<file path="config.mk">
export PLATFORM = sky130hd
export DESIGN_NAME = bus_hold_arb
export DESIGN_NICKNAME = d
export VERILOG_FILES = /design/src/rtl/bus_hold_pkg.sv /design/src/rtl/hold_sync.sv /design/src/rtl/grant_window.sv /design/src/rtl/hold_ctrl.sv /design/src/rtl/bus_hold_arb.sv
export SDC_FILE = /design/constraint.sdc
export NUM_CORES = 1
export LEC_CHECK = 0
export ABC_AREA = 1
export CELL_PAD_IN_SITES_DETAIL_PLACEMENT = 1
export CELL_PAD_IN_SITES_GLOBAL_PLACEMENT = 1
export CORE_AREA = 2 2 39 41
export DETAILED_ROUTE_END_ITERATION = 6
export DIE_AREA = 0 0 41 43
export PLACE_DENSITY = 0.57
export SYNTH_ARGS = -nofsm -noshare
export SYNTH_HDL_FRONTEND = slang
export SYNTH_SLANG_ARGS = --single-unit
</file>
<file path="constraint.sdc">
create_clock -name clk -period 1 [get_ports clk]
set_clock_uncertainty 0.1 [all_clocks]
set_input_delay 0.2 -clock clk [delete_from_list [all_inputs] [get_ports clk]]
set_output_delay 0.2 -clock clk [all_outputs]
set_load 0.03 [all_outputs]
</file>
<file path="src/rtl/bus_hold_pkg.sv">
package bus_hold_pkg;
  localparam int TS_W = 3;
  typedef enum logic [TS_W-1:0] {
    TS_T1 = 3'd0,
    TS_T2 = 3'd1,
    TS_T3 = 3'd2,
    TS_TW = 3'd3,
    TS_T4 = 3'd4,
    TS_TI = 3'd5
  } tstate_e;
endpackage

</file>
<file path="src/rtl/hold_sync.sv">
module hold_sync #(
  parameter int STAGES = 2
) (
  input  logic clk,
  input  logic rst,
  input  logic d,
  output logic q
);
  generate
    if (STAGES == 0) begin : g_pass
      assign q = d;
    end else begin : g_chain
      logic [STAGES-1:0] sh;
      always_ff @(posedge clk) begin
        if (rst) sh <= '0;
        else     sh <= {sh[STAGES-2:0], d};
      end
      assign q = sh[STAGES-1];
    end
  endgenerate
endmodule

</file>
<file path="src/rtl/grant_window.sv">
module grant_window
  import bus_hold_pkg::*;
(
  input  logic [TS_W-1:0] tstate,
  input  logic            mid_phase,
  output logic            open_now
);
  always_comb begin
    open_now = 1'b0;
    if (!mid_phase) begin
      case (tstate)
        TS_T4, TS_TI: open_now = 1'b1;
        default:      open_now = 1'b0;
      endcase
    end
  end
endmodule

</file>
<file path="src/rtl/hold_ctrl.sv">
module hold_ctrl (
  input  logic clk,
  input  logic rst,
  input  logic req_s,
  input  logic open_now,
  input  logic cycle_pend,
  output logic hold_ack,
  output logic bus_drv_en,
  output logic seq_stall
);
  logic ack_n, drv_n;

  always_comb begin
    ack_n = hold_ack;
    drv_n = bus_drv_en;
    if (hold_ack) begin
      if (!req_s) ack_n = 1'b0;
    end else if (req_s && open_now) begin
      ack_n = 1'b1;
      drv_n = 1'b0;
    end else if (!bus_drv_en && cycle_pend) begin
      drv_n = 1'b1;
    end
  end

  always_ff @(posedge clk) begin
    if (rst) begin
      hold_ack   <= 1'b0;
      bus_drv_en <= 1'b1;
      seq_stall  <= 1'b0;
    end else begin
      hold_ack   <= ack_n;
      bus_drv_en <= drv_n;
      seq_stall  <= !drv_n;
    end
  end

  p_req_needed_r1: assert property (@(posedge clk) disable iff (rst)
    $rose(hold_ack) |-> $past(req_s));
  p_grant_window_r2: assert property (@(posedge clk) disable iff (rst)
    $rose(hold_ack) |-> $past(open_now));
  p_float_with_ack_r3: assert property (@(posedge clk) disable iff (rst)
    $rose(hold_ack) |-> !bus_drv_en);
  p_release_r4: assert property (@(posedge clk) disable iff (rst)
    (hold_ack && !req_s) |=> (!hold_ack && !bus_drv_en));
  p_reenable_r5: assert property (@(posedge clk) disable iff (rst)
    $rose(bus_drv_en) |-> ($past(cycle_pend) && !$past(hold_ack)));
  p_stall_r6: assert property (@(posedge clk) disable iff (rst)
    seq_stall == !bus_drv_en);
  p_ack_floats_r3: assert property (@(posedge clk) disable iff (rst)
    hold_ack |-> !bus_drv_en);
endmodule

</file>
<file path="src/rtl/bus_hold_arb.sv">
module bus_hold_arb
  import bus_hold_pkg::*;
#(
  parameter int SYNC_STAGES = 2
) (
  input  logic            clk,
  input  logic            rst,
  input  logic            hold_req,
  input  logic [TS_W-1:0] tstate,
  input  logic            mid_phase,
  input  logic            cycle_pend,
  output logic            hold_ack,
  output logic            bus_drv_en,
  output logic            seq_stall
);
  logic req_s, open_now;

  initial begin
    assert (SYNC_STAGES == 0 || SYNC_STAGES >= 2)
      else $error("SYNC_STAGES must be 0 or at least 2 (R8)");
  end

  hold_sync #(.STAGES(SYNC_STAGES)) u_sync (
    .clk(clk), .rst(rst), .d(hold_req), .q(req_s)
  );

  grant_window u_win (
    .tstate(tstate), .mid_phase(mid_phase), .open_now(open_now)
  );

  hold_ctrl u_ctrl (
    .clk(clk), .rst(rst), .req_s(req_s), .open_now(open_now),
    .cycle_pend(cycle_pend), .hold_ack(hold_ack),
    .bus_drv_en(bus_drv_en), .seq_stall(seq_stall)
  );
endmodule

</file>
## Word-level counts from Yosys, hierarchy flattened

Cells that the tools add are included.

| storage, ports and cells | value |
|---|---|
| flip-flop bits (word level) | 5 |
| bits of input ports | 8 |
| output and inout bits | 3 |
| logic and storage cells | 19 |

| operators by class | value |
|---|---|
| eq/ne operators | 2 |
| mux-type cells | 8 |
| reduce and logical (&&, ||, !) cells | 5 |

Operators with widths:

| operator | number |
|---|---|
| $mux W1 | 8 |
| $eq A3 B3 Y1 const B | 2 |
| $logic_and A1 B1 Y1 | 2 |
| $logic_not A1 Y1 | 2 |
| $reduce_or A2 Y1 | 1 |

## Depth between registers and ports, before layout

Gate-level depths: netlist of the first run.

| depth | value |
|---|---|
| depth after elaboration | 8 |
| mapped depth | 5 |
| mapped depth without buffers | 5 |

## Cells and area by module

From an unflattened synthesis of the first run, not the netlist that was laid out.

| unflattened totals | value |
|---|---|
| cells, all modules | 23 |
| area, all modules | 187.7 µm² |

Modules (own cells, without submodules):

| module | instances | cells each | area an instance (µm²) | sequential area each (µm²) |
|---|---|---|---|---|
| hold_ctrl | 1 | 14 | 118.9 | 60.1 |
| hold_sync | 1 | 6 | 55.1 | 40.0 |
| grant_window | 1 | 3 | 13.8 | 0.0 |

## Worst setup path after synthesis of the first run

Ideal clock, no wire load.

| path | value |
|---|---|
| kind | register -> register |
| start | register u_ctrl.hold_ack |
| end | register with a tool-made name |
| library setup time | 112 ps |
| arrival | 776 ps |
| required time | 788 ps |
| path slack | 12 ps |
| cell stages (with the launch flop) | 4 |
| path buffers | 0 |
| clock period less this slack | 988 ps |
| cells stage by stage | dfxtp_1 o21bai_1 nand2_1 nand2_1 |

RTL lines:

| element | line | text |
|---|---|---|
| from (decl) | hold_ctrl.sv:7 | `output logic hold_ack,` |
| from (signal assigned) | hold_ctrl.sv:32 | `hold_ack <= ack_n;` |

## Worst setup path after layout of the first run

| path | value |
|---|---|
| start | register u_ctrl.hold_ack |
| end | output port hold_ack |

RTL lines:

| element | line | text |
|---|---|---|
| to (decl) | bus_hold_arb.sv:12 | `output logic hold_ack,` |

No word-level cell between the ends.

==> results of run 1 <==
-- how the worst max path moves through the flow --
stage	from	to	slack, ps
global placement	tstate[2]	register	-200
global route	u_ctrl.hold_ack	hold_ack	-40
detailed placement	tstate[2]	register	-220
finish	u_ctrl.hold_ack	hold_ack	-10
CTS	u_ctrl.hold_ack	hold_ack	-20
floorplan	u_ctrl.hold_ack	register	10
-- through the flow --
stage | power [W] | setup TNS (ps)
finish | 0.000485 | -10.1
detailed placement | 0.000254 | -683
global placement | 0.000254 | -615
CTS | 0.000501 | -23.9
floorplan | 0.000225 | 0
global route | 0.000533 | -141
-- layer usage --
metal  GRT usage [%]  wire, µm  up-vias  share of wire, %
met5               0         0        -                 0
met4            6.00         0        0                 0
met3            7.85        59        0                15
met2            8.44       212       10                53
met1            4.82       125       79                31
li1                -         -       96                 -
-- final cells by class --
type	instances	area [µm²]	area share [%]
timing repair buffer	10	101	28.7
clock buffer	4	26.3	7.45
inverter	7	26.3	7.45
multi-input combinational	11	72.6	20.6
sequential	5	106	30.1
tap	16	20.0	5.67
-- synthesized netlist by cell type --
cell type,count,area [µm²]
dfxtp_1,5,100
inv_1,7,26.3
o21bai_1,1,7.51
nor2_1,2,7.51
nand2_1,3,11.3
a21oi_1,2,10.0
nor2_4,1,11.3
nand3_2,1,10.0
nor2_2,1,6.26
-- kinds of logic (layout without fill, tap and decap cells) --
kind of cell,Yosys count,count (layout),synth area share (%)
flip-flops,5,5,52.6
AO/OA/AOI/OAI,3,3,9.21
buffers and inverters,7,21,13.8
AND/OR/NAND/NOR,8,8,24.3
-- power by group --
part / total (W) / internal, W / switching [W]
logic: 0.0000463 / 0.0000284 / 0.0000179
registers: 0.000204 / 0.000202 / 0.00000174
clock network: 0.000235 / 0.000151 / 0.0000841
-- timing repair --
item / in CTS / in global routing
endpoints found under the setup margin: 3 / 5
hold buffers: 0 / 0
gates resized for setup: 7 / 2
setup buffers: 1 / 0
pin swaps: 1 / 0
==> metrics, run 1 <==
outcome finished, violations left; failing checks setup timing; commonest non-fill, non-tap cells in the layout 7 x inv_1, 6 x clkdlybuf4s50_1, 3 x nand2_1, 3 x clkbuf_4, 3 x buf_6; headroom to the max-slew limit between 80% and 90%; routed via count about 190; # IOs 11; share of layout cells above drive strength 1 a little under two fifths; maximum VDD drop 0.530 mV; hold_sp u_sync.g_chain.sh[0]; Tmin final just over 1000 ps; hpwl dp 283 µm; DRC Markers 0; number of core rows 14; CP Data Required Time 700 ps; hold path depth 2; R2R Setup Slk 20 ps; initial antenna violation count 0; syn nets 31; most common cell after layout, fill and taps aside inv_1; Netlist Area Pre-Place ~190 µm²; Worst EP arrival slightly above 700 ps; Vias/cell 3.49; max incr delay on CP around 340 ps; Slew @ Worst Pin 203 ps; final core occ between 20% and 30%; CP bufs+invs 1; total wire length 397 µm; Avg WL per Cell roughly 7.5 µm; Synth Warn # 0; GRT Total Usage under 10%; Ant. Diodes 0; worst hold slack between 300 and 400 ps; worst skew pair latency ~240 ps; Clock Path Buffers 2; Placement Setup Slack -217 ps; CP delay by family, top flip-flops; first-pass GRT wire length about 660 µm; worst setup slack after layout -10.1 ps; Core ar. between 1000 and 1500 µm²; # setup viols final 1; Antenna Nets Post-Route 0; Max stage delay cell, worst path dfxtp_4; Final nets 46; Leak around 0.16 nW; Crit Path Max Fanout 2; Clk pin slew, worst setup/hold paths roughly 40 ps; CTS sink count 5; Gate Count Post-Synth 23; TritonCTS clock tree yes; # fillers approximately 180; htree depth 1; CP Class register to primary output; final max-slew violation count 0; final instance area between 300 and 400 µm²; fmax 0.990 GHz; startpoint types register; # port buffers 9; Max-Cap Viols 0; sequential area share after synthesis a little over half; die width between 40 and 50 µm; placed inst area just under 300 µm²; Min-Delay Path Class register to register; Root Buffer clkbuf_4; P&R area growth vs syn 85.5%; R2R depth 5; Period Utilization, post-route 101%; vias in the first global route between 150 and 200; RSZ-0062 raised after global routing true; routability congestion estimate from global placement around 0.57; Hold Fails Final Rpt 0; Hold EP u_sync.g_chain.sh[1]; Netlist cell types 9; Die Area 1760 µm²; RR Startpoint u_ctrl.hold_ack; Levels on crit path 1; fin cells 53; PD cells around 1400 nW/µm²; Post-Syn Area per Cell 8.27 µm²; dpl cells 48; gr ovfl total 0; worst path cell trace buf_6; crit end category primary output; DIE HEIGHT between 40 and 50 µm; initial DRC count 5; Yosys reg bits 5; cts bufs inserted 3; Starting Density around 14%; drt first pass iters 2; pin count of the biggest net entering global routing 6
No activity file was read; power rests on OpenSTA's default activity.
==> inputs of run 2 (changes only) <==
--- a/config.mk
+++ b/config.mk
@@ -6,6 +6,7 @@
 export NUM_CORES = 1
 export LEC_CHECK = 0
 export ABC_AREA = 1
+export CAP_MARGIN = 40
 export CELL_PAD_IN_SITES_DETAIL_PLACEMENT = 1
 export CELL_PAD_IN_SITES_GLOBAL_PLACEMENT = 1
 export CORE_AREA = 2 2 39 41
==> results of run 2 <==
Same layout as run 1: the final DEF is identical, and so are final timing and power.
